==> config.mk <==
export PLATFORM = sky130hd
export DESIGN_NAME = burst_addr_seq
export DESIGN_NICKNAME = d
export VERILOG_FILES = /design/src/rtl/burst_seq_pkg.sv /design/src/rtl/bseq_beat_ctr.sv /design/src/rtl/bseq_order_map.sv /design/src/rtl/burst_addr_seq.sv
export SDC_FILE = /design/constraint.sdc
export NUM_CORES = 1
export LEC_CHECK = 0
export BUFFER_PORTS_ARGS = -buffer_cell sky130_fd_sc_hd__clkbuf_2
export CAP_MARGIN = 25
export CORE_MARGIN = 2
export CORE_UTILIZATION = 40
export CTS_BUF_LIST = sky130_fd_sc_hd__clkbuf_8
export DETAILED_ROUTE_END_ITERATION = 8
export GPL_ROUTABILITY_DRIVEN = 0
export PLACE_DENSITY = 0.79
export SYNTH_ARGS = -nofsm -noshare
export SYNTH_HDL_FRONTEND = slang
export SYNTH_SLANG_ARGS = --single-unit
==> constraint.sdc <==
create_clock -name clk -period 1.4 [get_ports clk]
set_input_delay 0.21 -clock clk [delete_from_list [all_inputs] [get_ports clk]]
set_output_delay 0.21 -clock clk [all_outputs]
set_load 0.05 [all_outputs]
==> src/rtl/burst_seq_pkg.sv <==
package burst_seq_pkg;
  localparam int BEATS = 4;
  localparam int BW    = $clog2(BEATS);
  typedef logic [BW-1:0] beat_t;
  typedef enum logic {ORD_LINEAR = 1'b0, ORD_INTERLEAVE = 1'b1} order_e;
endpackage

==> src/rtl/bseq_beat_ctr.sv <==
module bseq_beat_ctr
  import burst_seq_pkg::*;
(
  input  logic  clk,
  input  logic  rst,
  input  logic  load,
  input  logic  step,
  output beat_t beat_q,
  output beat_t beat_nxt
);
  always_comb begin
    if (load)      beat_nxt = '0;
    else if (step) beat_nxt = beat_q + beat_t'(1);
    else           beat_nxt = beat_q;
  end

  always_ff @(posedge clk) begin
    if (rst) beat_q <= '0;
    else     beat_q <= beat_nxt;
  end
endmodule

==> src/rtl/bseq_order_map.sv <==
module bseq_order_map
  import burst_seq_pkg::*;
(
  input  order_e order,
  input  beat_t  start,
  input  beat_t  beat,
  output beat_t  low
);
  beat_t xor_low;
  beat_t add_low;

  for (genvar b = 0; b < BW; b++) begin : g_xor
    assign xor_low[b] = start[b] ^ beat[b];
  end

  assign add_low = start + beat;
  assign low     = (order == ORD_INTERLEAVE) ? xor_low : add_low;
endmodule

==> src/rtl/burst_addr_seq.sv <==
module burst_addr_seq
  import burst_seq_pkg::*;
#(
  parameter int AW = 16
) (
  input  logic          clk,
  input  logic          rst,
  input  logic          strb_cpu,
  input  logic          strb_ctl,
  input  logic          adv_n,
  input  logic          order_ilv,
  input  logic [AW-1:0] addr_in,
  output logic [AW-1:0] addr_out,
  output logic [1:0]    beat
);
  localparam int HW = AW - BW;

  logic          load;
  logic [AW-1:0] base_q;
  logic [AW-1:0] base_nxt;
  beat_t         beat_q;
  beat_t         beat_nxt;
  beat_t         low_nxt;
  order_e        order;

  assign load     = strb_cpu | strb_ctl;
  assign base_nxt = load ? addr_in : base_q;
  assign order    = order_ilv ? ORD_INTERLEAVE : ORD_LINEAR;

  always_ff @(posedge clk) begin
    if (rst) base_q <= '0;
    else     base_q <= base_nxt;
  end

  bseq_beat_ctr u_ctr (
    .clk      (clk),
    .rst      (rst),
    .load     (load),
    .step     (~adv_n),
    .beat_q   (beat_q),
    .beat_nxt (beat_nxt)
  );

  bseq_order_map u_map (
    .order (order),
    .start (base_nxt[BW-1:0]),
    .beat  (beat_nxt),
    .low   (low_nxt)
  );

  always_ff @(posedge clk) begin
    if (rst) addr_out <= '0;
    else     addr_out <= {base_nxt[AW-1:BW], low_nxt};
  end

  assign beat = beat_q;

  logic [HW-1:0] unused_hw;
  assign unused_hw = '0;
endmodule

Word-level counts from Yosys, hierarchy flattened
Index checks and enable logic that the tools add are counted.
Storage, ports and cells
  register bits after elaboration: 34
  input bits: 22
  output and inout bits: 18
  word-level logic and storage cells: 13
Cells by class
  $add $sub $neg: 2
  muxes and demuxes: 5
  bitwise gates (word level): 3
Operator list (number)
  16-bit 2-to-1 mux: 1
  2-bit 2-to-1 mux: 3
  2-bit by 1-bit adder with 2-bit output (second input constant): 1
  2-bit adder: 1
  1-bit XOR: 2
  1-bit 2-to-1 mux: 1
  1-bit bitwise OR: 1

Logic depth before layout (Yosys ltp)
Gate-level depths: netlist of run 1.
  word-level depth: 5
  mapped depth: 8

Hierarchy
Synthesis of run 1 repeated with hierarchy kept, for this count alone.
Unflattened totals
  cells, all modules: 108
  area total of the unflattened synthesis: 959.7 sq um
By module, submodules not included
  burst_addr_seq: instances 1, cells an instance 95, area an instance 830.8 sq um, seq. area each 360.3 sq um
  bseq_beat_ctr: instances 1, cells an instance 9, area an instance 92.6 sq um, seq. area each 40.0 sq um
  bseq_order_map: instances 1, cells an instance 4, area an instance 36.3 sq um, seq. area each 0.0 sq um

Worst setup path after synthesis of run 1
OpenSTA, ideal clock, no wires.
  path kind: register to register
  start: reg u_ctr.beat_q[0]
  end: reg addr_out[1]
  data arrival time: 1550 ps
  slack: -222 ps
  cell stages (with the launch flop): 7
  path buffers: 0
  clock period less this slack: 1622 ps
  path through: dfxtp_1 > xor2_1 > nor2_1 > ha_1 > nor2b_1 > xnor2_1 > mux2i_1
Between the ends
  cells in the longest elaborated chain, start to end: 5
  elaborated cells on any way between the ends: 6
  those cells by class: add/sub (2); mux (3); bitwise (1)
RTL lines
  from (decl): line bseq_beat_ctr.sv:8  | output beat_t beat_q,
  from (signal assigned): line bseq_beat_ctr.sv:19  | else beat_q <= beat_nxt;
  2-bit by 1-bit adder with 2-bit output: line bseq_beat_ctr.sv:13  | else if (step) beat_nxt = beat_q + beat_t'(1);
  2-bit 2-to-1 mux (*): line bseq_beat_ctr.sv:13
  2-bit 2-to-1 mux (*): line bseq_beat_ctr.sv:12  | if (load) beat_nxt = '0;
  named net beat_nxt[0]: line burst_addr_seq.sv:22  | beat_t beat_nxt;
  2-bit adder (*): line bseq_order_map.sv:16  | assign add_low = start + beat;
  2-bit 2-to-1 mux (*): line bseq_order_map.sv:17  | assign low = (order == ORD_INTERLEAVE) ? xor_low : add_low;
  to (signal assigned): line burst_addr_seq.sv:53  | else addr_out <= {base_nxt[AW-1:BW], low_nxt};
  to (decl): line burst_addr_seq.sv:13  | output logic [AW-1:0] addr_out,
The timed path passes the listed nets; every way through them passes the cells marked *.
A chain may end at the register's enable or synchronous reset.

Worst setup path after layout of run 1
Ends and elaborated chain as after synthesis.

==> results.ini, run 1 <==
[grt]
grt.busiest_layer = met2
grt_use_met2_pct = 26.5
grt.met3_usage_pct = 0.893
grt_max_degree = 21
grt_pass1_vias = 697
grtUsageTotal_pct = 13.7
overflow = 0
grt_pass1_wl_mm = 2.68
use_met1_pct = 14.7
antenna_found_initial = 0

[setup_path]
crit_fanout = 3
slowest_delay_ps = 360
cp.arrival_ps = 1480
path_delay_family = flip-flops
critPathLaunch = u_ctr.beat_q[0]$_SDFF_PP0_
crit_required_ps = 1580
cp.depth = 6
crit_buf_inv = 0
crit_type = flip-flop to flip-flop
path_cells = xor2_2 > nor2_2 > ha_2 > nor2b_4 > xnor2_2 > mux2i_1
critPathLaunchType = flip-flop
r2r_start = u_ctr.beat_q[0]$_SDFF_PP0_
worstSetupEndpointType = flip-flop
r2r-end = addr_out[1]$_SDFF_PP0_
crit_slowest_cell = dfxtp_4
rrSetupSlack_ps = 100
rr_worst_depth = 6

[yosys]
synthArstFlopShare_pct = 0
syn_nets = 126
synth.avg_cell_area_um2 = 8.28
synth_flop_cell = dfxtp_1
yosys_warnings = 0
synth_most_common_cell = nand2_1
synthCells = 103
ys_seq_elements = 20
synth_area_um2 = 853
yosys-top-cells-count = nand2_1 (32), dfxtp_1 (20), a21oi_1 (15)
synth_edf_count = 0
synth_top_area_share_pct = 46.9
synth_area_leaders = dfxtp_1 (47%), nand2_1 (14%), buf_4 (12%), a21oi_1 (8.8%), mux2i_1 (2.3%)
ys_types = 19
synth_sequential_area_ratio_pct = 46.9
synth_top_area_cell = dfxtp_1

[routing]
drc_errors = 0
dr_total_vias = 705
routed_wl_mm = 1.62
drt-vias-per-instance = 4.41
avgRoutedWirePerCell_um = 10.1
ant_nets = 0
dr.pass1.iters = 3
drtIter0Drc = 3

[timing]
postLayoutSetupSlackWorst_ps = 102
tightest_slew_ps = 390
fin_crit_sh_pct = 92.7
final_max_slew_viol_count = 0
worst_slew_margin_rel_pct = 74.0
fin_setup_tns_ps = 0
skew_ps = 0.567
max_freq_mhz = 771
setup_violations = 0
final_hold_viol_count = 0
finalCriticalPeriod_ps = 1300
rsz0062_at_grt = false

[pwr]
ir_drop_mv = 0.585
leakage_nw = 0.539
power_per_cell_area_nw_per_um2 = 1170

[cts]
cts.sinks = 20
root_buffer = clkbuf_8
clk_latency_ps = 250
h-tree-depth = 1
clock_path_buffers = 2
holdBufCountCts = 0
post_cts_buffers = 0
clk_pin_slew_ps = 70
tritoncts = yes
cts-buffers-inserted = 3

[cells_and_area]
final_area_um2 = 1070
drive_gt1_share_pct = 41.4
diodes = 0
area_growth_pct = 25.2
final_nets = 157
nFillCells = 196

[placement]
io_buffers = 39
post-place-ws_ps = -13.6
post_dp_cell_area_um2 = 1020
dp.final_hpwl_mm = 1.28

[run_status]
status = completed

[flow_run]
maxCapViolations = 0

[worst_hold_path]
hold_path_depth = 3
min_from = addr_in[9]
hold_end = base_q[9]$_SDFFE_PP0N_
hold_path_class = input port to flip-flop

[floorplanning]
core_um2 = 1980
rows = 16
ios = 40
start_util_pct = 43.1
fp.dieArea_um2 = 2520
die_h_um = 50.2
die_w_um = 50.2

[per-layer routing]
layer	vias to the layer above	share of wire, %
li1	369	-
met1	318	42
met2	16	53
met3	2	3.6
met4	0	1.2
met5	-	0
[repair_timing]
| item | CTS | global route |
|---|---|---|
| endpoints found under the hold margin | 0 | 0 |
| resized for setup | 0 | 1 |
| setup endpoints to repair | 0 | 1 |
[where the power goes]
group	leakage [nW]	internal, W	total, W	switching (W)
Combinational	0.346	0.0000833	0.000263	0.000179
Sequential	0.166	0.000602	0.000617	0.0000154
Clock	0.0269	0.000194	0.000371	0.000176
Total	0.539	0.000880	0.00125	0.000371
[placed cells by master (no fill, tap or decap), drive strengths merged]
master,Yosys,routed
nand2,32,32
or2,1,1
nor2b,2,2
clkbuf,0,42
nand2b,1,1
a21o,1,1
buf,19,6
dfxtp,20,20
nor3,1,1
nor2,4,4
xnor2,2,2
a21oi,15,15
mux2i,2,2
inv,1,2
ha,1,1
xor2,1,1
[registers in the layout, indices dropped and copies added (netlist names)]
register / cells
u_ctr.beat_q: 2
addr_out: 2
base_q: 16
[kinds of logic after synthesis]
family / share of synthesized area [%]
adders and majority gates: 1.47
muxes: 2.35
and+or+nand+nor: 20.2
xor gates and xnor gates: 3.08
buffers and inverters: 16.3
AOI/OAI and AO/OA: 9.68
DFF: 46.9
[worst max path at each step]
| stage | end |
|---|---|
| finish | addr_out[1]$_SDFF_PP0_ |
| global route | addr_out[1]$_SDFF_PP0_ |
| CTS | addr_out[1]$_SDFF_PP0_ |
| detailed placement | addr_out[1]$_SDFF_PP0_ |
| global placement | addr_out[1]$_SDFF_PP0_ |
| floorplan | addr_out[1]$_SDFF_PP0_ |
[final cells by class]
type	count	area, um2	area share [%]
sequential	20	404	37.8
multi-input combinational	63	342	32.0
timing repair buffer	45	240	22.5
clock buffer	3	41.3	3.86
tap	27	33.8	3.16
clock inverter	1	3.75	0.351
inverter	1	3.75	0.351
[worst register-to-register path, delay by kind of cell, from the launching register on]
kind | cells | cell delay (ps)
xor+xnor | 2 | 300
fa+ha+maj | 1 | 160
flops | 1 | 360
mux | 1 | 180
simple gates | 2 | 230
[per-stage QoR]
step           std cells  hold WS [ps]  util (%)  power, W
2_1_floorplan        103           350         -  0.000848
3_3_place_gp         156           438      51.3  0.000887
5_1_grt              160           189      53.9   0.00131
4_1_cts              160           180      53.5   0.00126
3_5_place_dp         156           444      51.3  0.000893
6_report             160           179      53.9   0.00125
No activity file was read; power rests on OpenSTA's default activity.
==> run 2, diff against run 1 <==
ABC_AREA = 1   (was not set)
CORE_ASPECT_RATIO = 0.9   (was not set)
PLACE_DENSITY = 0.78   (was 0.79)
==> run 2 against run 1 <==
Effect of this change:
- final cell count increased by 11%
- largest power group unchanged
- highest routed layer unchanged
- critical endpoint unchanged
- cell area increased by 6.3%
- register-to-register slack got worse by 40 ps
- critical path depth increased by 3
==> results.ini, run 2 <==
[routing]
avgRoutedWirePerCell_um = 10.6  ; was 10.1 um
dr_total_vias = 819  ; was 705
ant_nets = 0  ; unchanged
drt-vias-per-instance = 4.63  ; was 4.41
drc_errors = 0  ; unchanged
routed_wl_mm = 1.88  ; was 1.62 mm
dr.pass1.iters = 4  ; was 3
drtIter0Drc = 12  ; was 3

[cts]
cts.sinks = 20  ; unchanged
clk_latency_ps = 260  ; was 250 ps
h-tree-depth = 1  ; unchanged
post_cts_resized = 0  ; unchanged
root_buffer = clkbuf_8  ; unchanged
tritoncts = yes  ; unchanged
cts-buffers-inserted = 3  ; unchanged
holdBufCountCts = 0  ; unchanged
clk_pin_slew_ps = 70  ; about the same
post_cts_buffers = 0  ; unchanged
clock_path_buffers = 2  ; unchanged

[yosys]
synth_sequential_area_ratio_pct = 44.1  ; was 46.9%
yosys_warnings = 0  ; unchanged
synthMuxAreaShare_pct = 0  ; was 2.35%
ys_seq_elements = 20  ; unchanged
synthArstFlopShare_pct = 0  ; unchanged
synth-adder-area-share_pct = 1.38  ; was 1.47%
synth_area_leaders = dfxtp_1 (44%), nor2_1 (14%), buf_4 (12%), o21ai_0 (7.2%), inv_1 (2.9%)  ; was dfxtp_1 (47%), nand2_1 (14%), buf_4 (12%), a21oi_1 (8.8%), mux2i_1 (2.3%)
synth.avg_cell_area_um2 = 7.70  ; was 8.28 um2
synth_xor_area_share_pct = 0  ; was 3.08%
yosys-top-cells-count = nor2_1 (33), dfxtp_1 (20), buf_4 (15)  ; was nand2_1 (32), dfxtp_1 (20), a21oi_1 (15)
synth_top_family_by_area = simple AND/OR/NAND/NOR gates  ; unchanged
synth_area_um2 = 908  ; was 853 um2
synth_top_area_share_pct = 44.1  ; was 46.9%
synth_most_common_cell = nor2_1  ; was nand2_1
synthSimpleGateAreaFrac_pct = 26.4  ; was 20.2%
syn_nets = 141  ; was 126
synthCells = 118  ; was 103
ys_types = 21  ; was 19
synth_edf_count = 0  ; unchanged
synth_flop_cell = dfxtp_1  ; unchanged
synth_top_area_cell = dfxtp_1  ; unchanged
synth_compound_area_share_pct = 9.37  ; was 9.68%

[cells_and_area]
final_common_cell = clkbuf_2  ; unchanged
diodes = 0  ; unchanged
drive_gt1_share_pct = 42.7  ; was 41.4%
largest_reg_flops = 16  ; unchanged
top_regs = base_q (16), addr_out (2), u_ctr.beat_q (2)  ; unchanged
top_register = base_q  ; unchanged
final_nets = 174  ; was 157
area_growth_pct = 25.1  ; was 25.2%
nFillCells = 204  ; was 196
final_cell_mix = clkbuf_2 (39), nor2_1 (33), dfxtp_1 (19), o21ai_0 (13), inv_1 (7)  ; was clkbuf_2 (39), nand2_1 (32), dfxtp_1 (19), a21oi_1 (15), buf_4 (6)

[setup_path]
critPathLaunchType = flip-flop  ; unchanged
crit_required_ps = 1560  ; was 1580 ps
r2r_start = u_ctr.beat_q[0]$_SDFF_PP0_  ; unchanged
cp.arrival_ps = 1490  ; was 1480 ps
crit_type = flip-flop to flip-flop  ; unchanged
crit_fanout = 4  ; was 3
critPathLaunch = u_ctr.beat_q[0]$_SDFF_PP0_  ; unchanged
worstSetupEndpointType = flip-flop  ; unchanged

[timing]
fin_crit_sh_pct = 95.4  ; was 92.7%
worst_slew_margin_rel_pct = 81.2  ; was 74.0%
fin_setup_tns_ps = 0  ; unchanged
rsz0062_at_grt = false  ; unchanged
skew_ps = 0.956  ; was 0.567 ps
setup_violations = 0  ; unchanged
max_freq_mhz = 749  ; was 771 MHz
tightest_slew_ps = 283  ; was 390 ps
final_max_slew_viol_count = 0  ; unchanged
final_hold_viol_count = 0  ; unchanged
finalCriticalPeriod_ps = 1340  ; was 1300 ps

[grt]
grt_pass1_vias = 774  ; was 697
grtUsageTotal_pct = 15.8  ; was 13.7%
antenna_found_initial = 0  ; unchanged
grt_max_degree = 18  ; was 21
grt_pass1_wl_mm = 3.12  ; was 2.68 mm
overflow = 0  ; unchanged

[pwr]
clkPwrFrac_pct = 38.6  ; was 29.6%
totalPowerFinal_w = 0.00150  ; was 0.00125 W
p_int_w = 0.00108  ; was 0.000880 W
ir_drop_mv = 0.573  ; was 0.585 mV
leakage_nw = 0.602  ; was 0.539 nW
power_frac_comb_pct = 19.7  ; was 21.0%
power_per_cell_area_nw_per_um2 = 1320  ; was 1170 nW/um2
p_sw_share_pct = 28.2  ; was 29.7%
power_switching_w = 0.000422  ; was 0.000371 W
seq_power_share_pct = 41.7  ; was 49.3%

[floorplanning]
fp.dieArea_um2 = 2670  ; was 2520 um2
core_um2 = 2160  ; was 1980 um2
start_util_pct = 42.0  ; was 43.1%
die_h_um = 49.2  ; was 50.2 um
rows = 16  ; unchanged
die_w_um = 54.2  ; was 50.2 um
ios = 40  ; unchanged

[worst_hold_path]
hold_path_class = input port to flip-flop  ; unchanged
min_from = addr_in[11]  ; was addr_in[9]

[placement]
io_buffers = 39  ; unchanged
dp.final_hpwl_mm = 1.38  ; was 1.28 mm

[run_status]
status = completed  ; unchanged

[flow_run]
maxCapViolations = 0  ; unchanged

run 2: cell count changes in the layout (fill, tap and decap cells not counted), sizes merged, moves of 2 or more:
| cell | previous run | this run |
|---|---|---|
| xnor2 | 2 | 0 |
| nor2 | 4 | 36 |
| inv | 2 | 11 |
| mux2i | 2 | 0 |
| nor2b | 2 | 0 |
| nand2 | 32 | 8 |
| o21ai | 0 | 15 |
| a21oi | 15 | 2 |
| nand3 | 0 | 4 |
run 2: power groups by stage:
stage          clock network [W]  registers, W  logic [W]
2_1_floorplan                  0      0.000655   0.000225
3_3_place_gp                   0      0.000636   0.000287
3_5_place_dp                   0      0.000638   0.000293
4_1_cts                 0.000585      0.000625   0.000295
5_1_grt                 0.000606      0.000629   0.000320
6_report                0.000578      0.000625   0.000295
run 2: logic make-up (layout without fill, tap and decap cells):
| kind of cell | Yosys count | count (layout) |
|---|---|---|
| AOI/OAI and AO/OA | 17 | 17 |
| buffers and inverters | 28 | 60 |
| DFF | 20 | 20 |
| adders and majority gates | 1 | 1 |
| and+or+nand+nor | 52 | 52 |
run 2: final cells by class:
cell class                 count  area (um2)  share of cell area [%]
sequential                    20         402                    35.4
timing repair buffer          45         240                    21.1
multi-input combinational     70         348                    30.6
clock inverter                 1        30.0                    2.64
inverter                      11        41.3                    3.63
tap                           27        33.8                    2.97
clock buffer                   3        41.3                    3.63
run 2: worst paths after layout:
| kind | cells after the start | slack, ps | endpoint |
|---|---|---|---|
| setup / recovery | 9 | 60 | addr_out[1]$_SDFF_PP0_ |
| hold / removal | 3 | 190 | base_q[11]$_SDFFE_PP0N_ |
| setup reg to reg | 9 | 60 | addr_out[1]$_SDFF_PP0_ |
| hold reg to reg | 2 | 480 | base_q[11]$_SDFFE_PP0N_ |
run 2: layer usage:
layer	track usage [%]	routed length [um]	up-vias	share of wire (%)
met4	8.75	57	0	3.0
met5	0	0	-	0
met2	28.5	963	26	51
met1	15.8	746	363	40
li1	-	-	421	-
met3	3.68	111	9	5.9
run 2: worst max-delay path: stages (launching register included):
cell and delay, ps:
dfxtp_2 340, inv_2 50, nor2_2 40, nor3_2 160, ha_2 200, nand2_2 60, inv_1 70, nand3_2 80
a21oi_1 160, nor2_1 60
run 2: stage by stage:
step           std cells  utilization (%)  setup slack, ps  cell area (um2)  hold WS (ps)
2_1_floorplan        118                -             16.3              910           279
3_3_place_gp         173             48.8            -22.7             1050           456
3_5_place_dp         173             48.8            -99.9             1050           469
4_1_cts              177             52.1             16.9             1130           198
5_1_grt              177             52.5             7.13             1140           210
6_report             177             52.5             64.2             1140           193
==> run 3, diff against run 2 <==
PLACE_DENSITY = 0.83   (was 0.78)
==> run 3 against run 2 <==
Effect of this change:
- clock power decreased by 36%
- critical path depth increased by 1
- combinational power increased by 6%
- via count decreased by 2.2%
- total power decreased by 13%
- global-route usage decreased by 0.10 points
- sequential cell count unchanged
- wire length increased by 2.8%
- count of clock-buffer cells in the layout unchanged
- die area unchanged
- cell area increased by 1.5%
- worst setup slack improved by 12 ps
==> results.ini, run 3 (synthesized netlist as in run 2, its figures left out) <==
[run_status]
status = completed  ; unchanged

[grt]
grtUsageTotal_pct = 15.7  ; was 15.8%
overflow = 0  ; unchanged
grt_pass1_wl_mm = 3.15  ; was 3.12 mm
antenna_found_initial = 0  ; unchanged
grt_max_degree = 18  ; unchanged
grt_pass1_vias = 791  ; was 774

[pwr]
power_per_cell_area_nw_per_um2 = 1130  ; was 1320 nW/um2
leakage_nw = 0.607  ; was 0.602 nW
ir_drop_mv = 0.609  ; was 0.573 mV

[timing]
setup_violations = 0  ; unchanged
postLayoutSetupSlackWorst_ps = 76.0  ; was 64.2 ps
tightest_slew_ps = 283  ; about the same
final_max_slew_viol_count = 0  ; unchanged
max_freq_mhz = 755  ; was 749 MHz
fin_crit_sh_pct = 94.6  ; was 95.4%
final_hold_viol_count = 0  ; unchanged
worst_slew_margin_rel_pct = 81.2  ; about the same
finalCriticalPeriod_ps = 1320  ; was 1340 ps
whs_ps = 201  ; was 193 ps
skew_ps = 3.88  ; was 0.956 ps

[setup_path]
path_cells = or2_1 > o21ai_2 > inv_1 > ha_2 > nand2_4 > inv_2 > nand3_4 > nand3_2 > nand2_1 > nor2_1  ; was inv_2 > nor2_2 > nor3_2 > ha_2 > nand2_2 > inv_1 > nand3_2 > a21oi_1 > nor2_1
crit_buf_inv = 2  ; unchanged
worstSetupEndpointType = flip-flop  ; unchanged
path_delay_family = simple AND/OR/NAND/NOR gates  ; unchanged
crit_fanout = 2  ; was 4
crit_slowest_cell = dfxtp_1  ; was dfxtp_2
crit_type = flip-flop to flip-flop  ; unchanged
slowest_delay_ps = 300  ; was 340 ps
cp.arrival_ps = 1470  ; was 1490 ps
critPathLaunchType = flip-flop  ; unchanged
crit_required_ps = 1550  ; was 1560 ps

[cts]
cts.sinks = 20  ; unchanged
clk_latency_ps = 250  ; was 260 ps
cts-buffers-inserted = 3  ; unchanged
clock_path_buffers = 2  ; unchanged
h-tree-depth = 1  ; unchanged
tritoncts = yes  ; unchanged
root_buffer = clkbuf_8  ; unchanged
clk_pin_slew_ps = 70  ; about the same

[routing]
drt-vias-per-instance = 4.50  ; was 4.63
dr.pass1.iters = 4  ; unchanged
routed_wl_mm = 1.93  ; was 1.88 mm
dr_total_vias = 801  ; was 819
ant_nets = 0  ; unchanged
drtIter0Drc = 7  ; was 12
avgRoutedWirePerCell_um = 10.8  ; was 10.6 um
drc_errors = 0  ; unchanged

[floorplanning]
rows = 16  ; unchanged
ios = 40  ; unchanged
fp.dieArea_um2 = 2670  ; unchanged
core_um2 = 2160  ; unchanged
start_util_pct = 42.0  ; unchanged
die_w_um = 54.2  ; unchanged
die_h_um = 49.2  ; unchanged

[cells_and_area]
final_common_cell = clkbuf_2  ; unchanged
area_growth_pct = 27.0  ; was 25.1%
final_nets = 176  ; was 174
nFillCells = 198  ; was 204
regArea_um2 = 402  ; unchanged
final_cell_mix = clkbuf_2 (39), nor2_1 (33), dfxtp_1 (19), o21ai_0 (13), buf_4 (8)  ; was clkbuf_2 (39), nor2_1 (33), dfxtp_1 (19), o21ai_0 (13), inv_1 (7)
multi_input_area_um2 = 380  ; was 348 um2
diodes = 0  ; unchanged
largest_reg_flops = 16  ; unchanged
top_regs = base_q (16), addr_out (2), u_ctr.beat_q (2)  ; unchanged
drive_gt1_share_pct = 45.7  ; was 42.7%
top_register = base_q  ; unchanged

[placement]
post-place-ws_ps = -112  ; was -99.9 ps
dp.final_hpwl_mm = 1.40  ; was 1.38 mm
io_buffers = 39  ; unchanged

[worst_hold_path]
hold_path_class = input port to flip-flop  ; unchanged

[flow_run]
maxCapViolations = 0  ; unchanged

run 3: cell type report:
cell class	count	share of cell area (%)
clock buffers	3	3.58
inverters	11	3.58
multi-input cells	70	33.0
flip-flops and latches	20	34.8
well taps	27	2.93
repair buffers	47	22.1
run 3: final timing paths:
check | from | to | slack (ps) | depth (start not counted)
worst max register to register | base_q[0]$_SDFF_PP0_ | addr_out[1]$_SDFF_PP0_ | 80 | 10
worst max-delay path | base_q[0]$_SDFF_PP0_ | addr_out[1]$_SDFF_PP0_ | 80 | 10
worst min register to register | base_q[5]$_SDFFE_PP0N_ | base_q[5]$_SDFFE_PP0N_ | 480 | 2
worst min-delay path | addr_in[15] | base_q[15]$_SDFFE_PP0N_ | 200 | 3
run 3: power by group:
group	internal, W	total, W	switching, W	leakage, nW
Combinational	0.0000950	0.000312	0.000217	0.419
Sequential	0.000608	0.000625	0.0000171	0.167
Clock	0.000191	0.000370	0.000179	0.0216
Total	0.000894	0.00131	0.000413	0.607
run 3: timing repair:
action                                  CTS  global route
hold buffers                              0             0
buffers inserted                          1             1
endpoints found under the setup margin    1             1
resized for setup                         1            10
pin swaps                                 0             3
run 3: metrics by stage:
stage	total power, W	cells	util (%)	cell area, um2	TNS, ps
2_1_floorplan	0.000880	118	-	910	0
6_report	0.00131	178	53.4	1150	0
5_1_grt	0.00136	178	53.4	1150	-4.34
3_5_place_dp	0.000932	173	48.8	1050	-112
4_1_cts	0.00130	177	51.2	1110	0
3_3_place_gp	0.000923	173	48.8	1050	-21.7
run 3: layer usage:
layer  wire (um)  up-vias  global-route usage (%)
li1            -      420                       -
met5           0        -                       0
met2        1010       23                    28.7
met1         823      356                    16.4
met3          79        2                    3.99
met4          21        0                    5.83
run 3: worst register-to-register path, delay by kind of cell, from the launching register on:
family	cells	cell delay (ps)
and+or+nand+nor	6	540
DFF	1	300
adders and majority gates	1	200
buffers and inverters	2	120
AOI/OAI and AO/OA	1	70
